`config.mk`:
```
export PLATFORM = sky130hd
export DESIGN_NAME = interval_timer
export DESIGN_NICKNAME = d
export VERILOG_FILES = /design/src/rtl/ivt_pkg.sv /design/src/rtl/ivt_prescaler.sv /design/src/rtl/ivt_counter.sv /design/src/rtl/ivt_events.sv /design/src/rtl/interval_timer.sv
export SDC_FILE = /design/constraint.sdc
export NUM_CORES = 1
export LEC_CHECK = 0
export ABC_AREA = 0
export BUFFER_PORTS_ARGS = -buffer_cell sky130_fd_sc_hd__buf_4
export CORE_ASPECT_RATIO = 0.9
export CORE_MARGIN = 8
export CORE_UTILIZATION = 61
export CTS_CLUSTER_DIAMETER = 100
export DETAILED_ROUTE_END_ITERATION = 8
export PLACE_DENSITY = 0.85
export SLEW_MARGIN = 20
export SYNTH_ARGS = -nofsm -noshare
export SYNTH_HDL_FRONTEND = slang
export SYNTH_HIERARCHICAL = 1
export SYNTH_SLANG_ARGS = --single-unit
```
`constraint.sdc`:
```
create_clock -name clk -period 7.46 [get_ports clk]
set_input_delay 0.373 -clock clk [delete_from_list [all_inputs] [get_ports clk]]
set_output_delay 0.373 -clock clk [all_outputs]
set_load 0.1 [all_outputs]
```
`src/rtl/ivt_pkg.sv`:
```
`timescale 1ns/1ps
package ivt_pkg;

    // word selector taken from address bits 3:2
    typedef enum logic [1:0] {
        SEL_CTRL  = 2'd0,
        SEL_STAT  = 2'd1,
        SEL_VALUE = 2'd2,
        SEL_IMAGE = 2'd3
    } reg_sel_e;

endpackage

```
`src/rtl/ivt_prescaler.sv`:
```
`timescale 1ns/1ps
module ivt_prescaler #(
    parameter int PRE_LOG2 = 4
) (
    input  logic clk,
    input  logic rst_n,
    input  logic run,
    output logic tick
);
    logic [PRE_LOG2-1:0] phase_d, phase_q;

    always_comb begin
        phase_d = run ? phase_q + 1'b1 : '0;
        tick    = run && (phase_q == '1);
    end

    always_ff @(posedge clk or negedge rst_n) begin
        if (!rst_n) phase_q <= '0;
        else        phase_q <= phase_d;
    end

    // ticks are never back to back
    a_r3_tick_gap: assert property (@(posedge clk) disable iff (!rst_n)
        tick |=> !tick);
endmodule

```
`src/rtl/ivt_counter.sv`:
```
`timescale 1ns/1ps
module ivt_counter #(
    parameter int CNT_W = 20
) (
    input  logic             clk,
    input  logic             rst_n,
    input  logic             en,
    input  logic [CNT_W-1:0] interval,
    input  logic             tick,
    output logic [CNT_W-1:0] cnt,
    output logic             run,
    output logic             wrap
);
    localparam logic [CNT_W-1:0] ONE = {{(CNT_W-1){1'b0}}, 1'b1};

    typedef struct packed {
        logic [CNT_W-1:0] cnt;
        logic [CNT_W-1:0] lim;
    } cnt_state_t;

    cnt_state_t st_d, st_q;
    logic [CNT_W-1:0] lim_eff;
    logic             at_zero;

    always_comb begin
        st_d    = st_q;
        at_zero = (st_q.cnt == '0);
        lim_eff = at_zero ? interval : st_q.lim;
        run     = en || !at_zero;
        wrap    = tick && (st_q.cnt == lim_eff);
        if (at_zero) st_d.lim = interval;
        if (tick)    st_d.cnt = wrap ? '0 : st_q.cnt + ONE;
    end

    always_ff @(posedge clk or negedge rst_n) begin
        if (!rst_n) st_q <= '0;
        else        st_q <= st_d;
    end

    assign cnt = st_q.cnt;

    a_r3_hold_between: assert property (@(posedge clk) disable iff (!rst_n)
        !tick |=> $stable(st_q.cnt));
    a_r4_step: assert property (@(posedge clk) disable iff (!rst_n)
        (tick && !wrap) |=> st_q.cnt == $past(st_q.cnt) + ONE);
    a_r4_wrap_zero: assert property (@(posedge clk) disable iff (!rst_n)
        wrap |=> st_q.cnt == '0);
    a_r7_parked: assert property (@(posedge clk) disable iff (!rst_n)
        (!en && st_q.cnt == '0) |=> st_q.cnt == '0);
endmodule

```
`src/rtl/ivt_events.sv`:
```
`timescale 1ns/1ps
module ivt_events #(
    parameter int OVF_W = 12
) (
    input  logic             clk,
    input  logic             rst_n,
    input  logic             wrap,
    input  logic             ack,
    output logic [OVF_W-1:0] ovf,
    output logic             flag
);
    localparam logic [OVF_W-1:0] OVF_MAX = '1;
    localparam logic [OVF_W-1:0] OVF_ONE = {{(OVF_W-1){1'b0}}, 1'b1};

    typedef struct packed {
        logic [OVF_W-1:0] ovf;
        logic             flag;
    } ev_state_t;

    ev_state_t st_d, st_q;

    always_comb begin
        st_d = st_q;
        if (ack) begin
            st_d.ovf  = '0;
            st_d.flag = 1'b0;
        end
        if (wrap) begin
            st_d.flag = 1'b1;
            if (st_d.ovf != OVF_MAX) st_d.ovf = st_d.ovf + OVF_ONE;
        end
    end

    always_ff @(posedge clk or negedge rst_n) begin
        if (!rst_n) st_q <= '0;
        else        st_q <= st_d;
    end

    assign ovf  = st_q.ovf;
    assign flag = st_q.flag;

    a_r5_flag_set: assert property (@(posedge clk) disable iff (!rst_n)
        wrap |=> st_q.flag);
    a_r6_ack_clears: assert property (@(posedge clk) disable iff (!rst_n)
        (ack && !wrap) |=> (st_q.ovf == '0) && !st_q.flag);
    a_r9_saturate: assert property (@(posedge clk) disable iff (!rst_n)
        (st_q.ovf == OVF_MAX && !ack) |=> st_q.ovf == OVF_MAX);
    a_r13_wrap_wins: assert property (@(posedge clk) disable iff (!rst_n)
        (ack && wrap) |=> st_q.ovf == OVF_ONE && st_q.flag);
endmodule

```
`src/rtl/interval_timer.sv`:
```
`timescale 1ns/1ps
module interval_timer #(
    parameter  int ADDR_W   = 8,
    parameter  int CNT_W    = 20,
    parameter  int OVF_W    = 12,
    parameter  int PRE_LOG2 = 4,
    parameter  int EN_BIT   = 24,
    parameter  int IE_BIT   = 25,
    localparam int DATA_W   = CNT_W + OVF_W
) (
    input  logic              clk,
    input  logic              rst_n,
    input  logic              bus_rd,
    input  logic              bus_wr,
    input  logic [ADDR_W-1:0] bus_addr,
    input  logic [DATA_W-1:0] bus_wdata,
    output logic [DATA_W-1:0] bus_rdata,
    output logic              irq
);
    import ivt_pkg::*;

    typedef struct packed {
        logic [CNT_W-1:0] interval;
        logic             en;
        logic             ie;
    } ctrl_t;

    ctrl_t            ctrl_d, ctrl_q;
    logic             hit;
    reg_sel_e         sel;
    logic             ack;
    logic             tick, run, wrap, flag;
    logic [CNT_W-1:0] cnt;
    logic [OVF_W-1:0] ovf;
    logic [DATA_W-1:0] word;
    logic             wdata_unused;

    assign wdata_unused = ^bus_wdata;

    // decode: aligned words 0x0..0xC only
    always_comb begin
        hit = (bus_addr[1:0] == 2'b00) && (bus_addr[ADDR_W-1:4] == '0);
        sel = reg_sel_e'(bus_addr[3:2]);
        ack = bus_rd && hit && (sel == SEL_VALUE);
    end

    always_comb begin
        ctrl_d = ctrl_q;
        if (bus_wr && hit && sel == SEL_CTRL) begin
            ctrl_d.interval = bus_wdata[CNT_W-1:0];
            ctrl_d.en       = bus_wdata[EN_BIT];
            ctrl_d.ie       = bus_wdata[IE_BIT];
        end
    end

    always_ff @(posedge clk or negedge rst_n) begin
        if (!rst_n) ctrl_q <= '0;
        else        ctrl_q <= ctrl_d;
    end

    ivt_prescaler #(.PRE_LOG2(PRE_LOG2)) u_pre (
        .clk(clk), .rst_n(rst_n), .run(run), .tick(tick)
    );

    ivt_counter #(.CNT_W(CNT_W)) u_cnt (
        .clk(clk), .rst_n(rst_n), .en(ctrl_q.en), .interval(ctrl_q.interval),
        .tick(tick), .cnt(cnt), .run(run), .wrap(wrap)
    );

    ivt_events #(.OVF_W(OVF_W)) u_ev (
        .clk(clk), .rst_n(rst_n), .wrap(wrap), .ack(ack), .ovf(ovf), .flag(flag)
    );

    always_comb begin
        word = '0;
        unique case (sel)
            SEL_CTRL: begin
                word[CNT_W-1:0] = ctrl_q.interval;
                word[EN_BIT]    = ctrl_q.en;
                word[IE_BIT]    = ctrl_q.ie;
            end
            SEL_STAT:  word[0] = flag;
            SEL_VALUE, SEL_IMAGE: word = {ovf, cnt};
        endcase
        bus_rdata = (bus_rd && hit) ? word : '0;
    end

    assign irq = flag && ctrl_q.ie;

    // control holds unless written at its own aligned offset
    a_r12_ctrl_hold: assert property (@(posedge clk) disable iff (!rst_n)
        !(bus_wr && hit && sel == SEL_CTRL) |=> $stable(ctrl_q));
endmodule

```
==> flow_summary_export.csv <==
group,metric,value,unit
yosys,synth-edff-count,0,
global_routing,grt_max_degree,80,
timing,worst_pin_slew,1.06,ns
yosys,synth_nets,537,
placed_design,io_buffers,66,
timing,hold_ws,-0.0160,ns
yosys,post_synth_main_area_contributors,"dfrtp_1, mux2_4, mux2_2",
drt,vias,3808,
drt,wire_per_inst,19.2,µm
final_layout,final_nets,569,
global_routing,antenna_found_initial,0,
critical_path,critPathMaxFanout,37,
timing,post-route-period-util,66.4,%
cts,clock-sinks,79,
cts,insertion_delay,0.35,ns
cts,htree_levels,3,
worst_hold_path,hold_class,"in -> async",
final_layout,fillerInstances,613,
timing,hold_viol_final,8,
yosys,synth_compound_area_share,9.78,%
yosys,synth_top_family_by_area,"simple AND/OR/NAND/NOR gates",
power,power,0.917,mW
yosys,synth_top_area_share,40.8,%
floorplanning,core_area,7870,µm²
critical_path,cp_slowest_cell,"nor4_1",
run_status,failed_checks,"negative hold slack",
floorplanning,dieWidth,110,µm
floorplanning,die_y,101,µm
cts,cts_buffers,9,
yosys,synth_xor_area_share,6.68,%
cts,cts_resized,0,
critical_path,crit_buf_inv,2,
timing,post-route-min-period,4.96,ns
critical_path,cp_top_family,"simple AND/OR/NAND/NOR gates",
yosys,synth_common_cells,"dfrtp_1, nor2_1, nand2_1",
critical_path,startpoint_type,"register",
placed_design,dp_hpwl,8.45,mm
power,p_leak,2.61,nW
global_routing,grt.total_usage,22.3,%
drt,drc,0,
final_layout,fin_area,5450,µm²
global_routing,grt.overflow.total,0,
yosys,synth_cells,489,
timing,drv_slew,0,
final_layout,multiInputGateArea,2490,µm²
yosys,synthMuxAreaShare,12.1,%
yosys,yosys.area_share.adder,1.03,%
yosys,synth_top_cell_by_area,"dfrtp_1",
timing,rsz0062_at_grt,"no",
yosys,synthSimpleGateAreaFrac,21.6,%
run_status,outcome,"finished, violations left",
critical_path,critical_path_class,"reg -> reg",
yosys,synth_area_per_cell,9.92,µm²
yosys,synth.most_common_cell,"dfrtp_1",
final_layout,num_antenna_cells,0,
timing,fmax,0.202,GHz
global_routing,grt_pass1_wl,19.1,mm
drt,drt_iter0_markers,204,
timing,skew,0.0116,ns
yosys,async_flop_share,100,%
critical_path,critPathArrivalTime,5.20,ns
cts,post_cts_buffers,0,
critical_path,crit_chain,"inv_1 -> ha_1 -> and4_1 -> and2_4 -> nand2b_1 -> and4_2 -> nand4_1 -> nor4_1 -> and3_1 -> o2111ai_1 -> nor4_1 -> inv_1 -> or2_2 -> a211oi_1 -> mux2_2",
global_routing,grt_pass1_vias,3754,
final_layout,regArea,1980,µm²
placed_design,gp_congestion,0.933,
yosys,synthFlopType,"dfrtp_1",
timing,setup_viol,0,
floorplanning,io_pins,77,
cts,cts_tree,"yes",
yosys,synth-seq-cells,79,
yosys,yosys_warnings,6,
yosys,synth_cell_types,65,
final_layout,area_delta_synth_final,12.3,%
power,vdd_ir_drop_max,121,µV
floorplanning,dieArea,11100,µm²
drt,ant_nets,0,
yosys,netlist_area,4850,µm²
final_layout,drive_above_1_share,25.7,%
placed_design,place_area,5180,µm²
flow_run,drv_cap,0,
cts,clock_tree.buffer_depth,2,
drt,vias_per_cell,6.10,
timing,fin_tns_setup,0,ns
power,cellPowerDensity,168,nW/µm²
critical_path,required,7.70,ns
drt,wirelength,12.0,mm
cts,clock-root-buffer,"clkbuf_8",
yosys,synth_seq_area_share,40.8,%
critical_path,end_kind,"register",
floorplanning,row_count,31,
drt,first_pass_iters,5,
timing,slew-limit-headroom,29.4,%
floorplanning,start_util,61.6,%
cts,postCtsHoldBufs,0,
critical_path,crit_path_max_incr_delay,0.91,ns
cts,path_clk_slew,0.08,ns
stage by stage:
step | worst slack [ns] | hold slack (ns) | utilization (%) | cells
2_1_floorplan | 2.86 | 0.0774 | - | 489
3_3_place_gp | 2.72 | 0.448 | 65.7 | 608
3_5_place_dp | 2.66 | 0.449 | 65.7 | 608
4_1_cts | 2.62 | 0.223 | 68.9 | 623
5_1_grt | 2.18 | 0.0179 | 69.2 | 624
6_report | 2.50 | -0.0160 | 69.2 | 624
logic make-up (layout without fill, tap and decap cells):
group / after synthesis / after routing
multiplexers: 46 / 46
flip-flops: 79 / 79
buffers and inverters: 71 / 107
AND/OR/NAND/NOR: 184 / 184
AO/OA/AOI/OAI: 68 / 68
adder cells (fa/ha/maj): 4 / 4
XOR/XNOR: 37 / 37
routing by layer:
metal	GRT usage [%]	vias to the layer above	part of all wire [%]	wire length (µm)
li1	-	1754	-	-
met3	6.01	12	7.4	887
met1	28.3	1886	42	5030
met5	0	-	0	0
met4	5.71	0	1.3	157
met2	36.4	156	49	5910
registers in the layout, indices dropped and copies added (netlist names):
signal         flops
u_cnt/st_q        20
ctrl_q            22
u_pre/phase_q      4
u_cnt/cnt         20
u_ev/ovf          12
u_ev/flag          1
layout make-up:
type                    instances  area share (%)
flip-flops and latches         79            36.3
clock buffers                  12            2.85
inverters                      24            1.65
repair buffers                 68            9.60
clock inverters                 3            1.65
multi-input cells             339            45.7
well taps                      99            2.27
layout by cell type (no fill, tap or decap), types with 4 or more instances in the layout:
cell type  Yosys  layout
and3_1         4       4
clkbuf_8       0      11
nor2_1        53      53
mux2i_1        6       6
xor2_1        13      13
mux2_4        20      20
nand2_1       26      26
dfrtp_1       79      79
nand2b_1      15      15
mux2_2        19      19
and2_1        12      12
inv_1         24      24
xnor2_1       24      24
nor2b_1        8       8
nand3_1       15      15
a22oi_1       21      21
nor4_1         6       6
nor3_1         9       9
o21ai_0       10      10
nand4_1        7       7
ha_1           4       4
buf_4         22      67
a21oi_1       12      12
path summary, 6_finish.rpt:
| check | startpoint | end | slack, ns | depth (start not counted) |
|---|---|---|---|---|
| min reg2reg | u_pre/phase_q[0]$_DFF_PN0_ | u_pre/phase_q[0]$_DFF_PN0_ | 0.46 | 1 |
| max | u_cnt/cnt[0]$_DFFE_PN0P_ | u_ev/ovf[6]$_DFF_PN0_ | 2.50 | 15 |
| min in group clk | bus_wdata[0] | ctrl_q[2]$_DFFE_PN0P_ | 0.25 | 2 |
| max reg2reg | u_cnt/cnt[0]$_DFFE_PN0P_ | u_ev/ovf[6]$_DFF_PN0_ | 2.50 | 15 |
| min | rst_n | u_pre/phase_q[1]$_DFF_PN0_ | -0.02 | 1 |
| max in group asynchronous | rst_n | u_cnt/st_q[8]$_DFF_PN0_ | 6.88 | 2 |
report_power, final:
part / switching (mW) / leakage [nW] / total (mW) / internal, mW
clock: 0.151 / 0.123 / 0.391 / 0.239
sequential: 0.0125 / 1.09 / 0.452 / 0.439
combinational: 0.0377 / 1.40 / 0.0749 / 0.0372
Power figures use the tool's default switching activity.
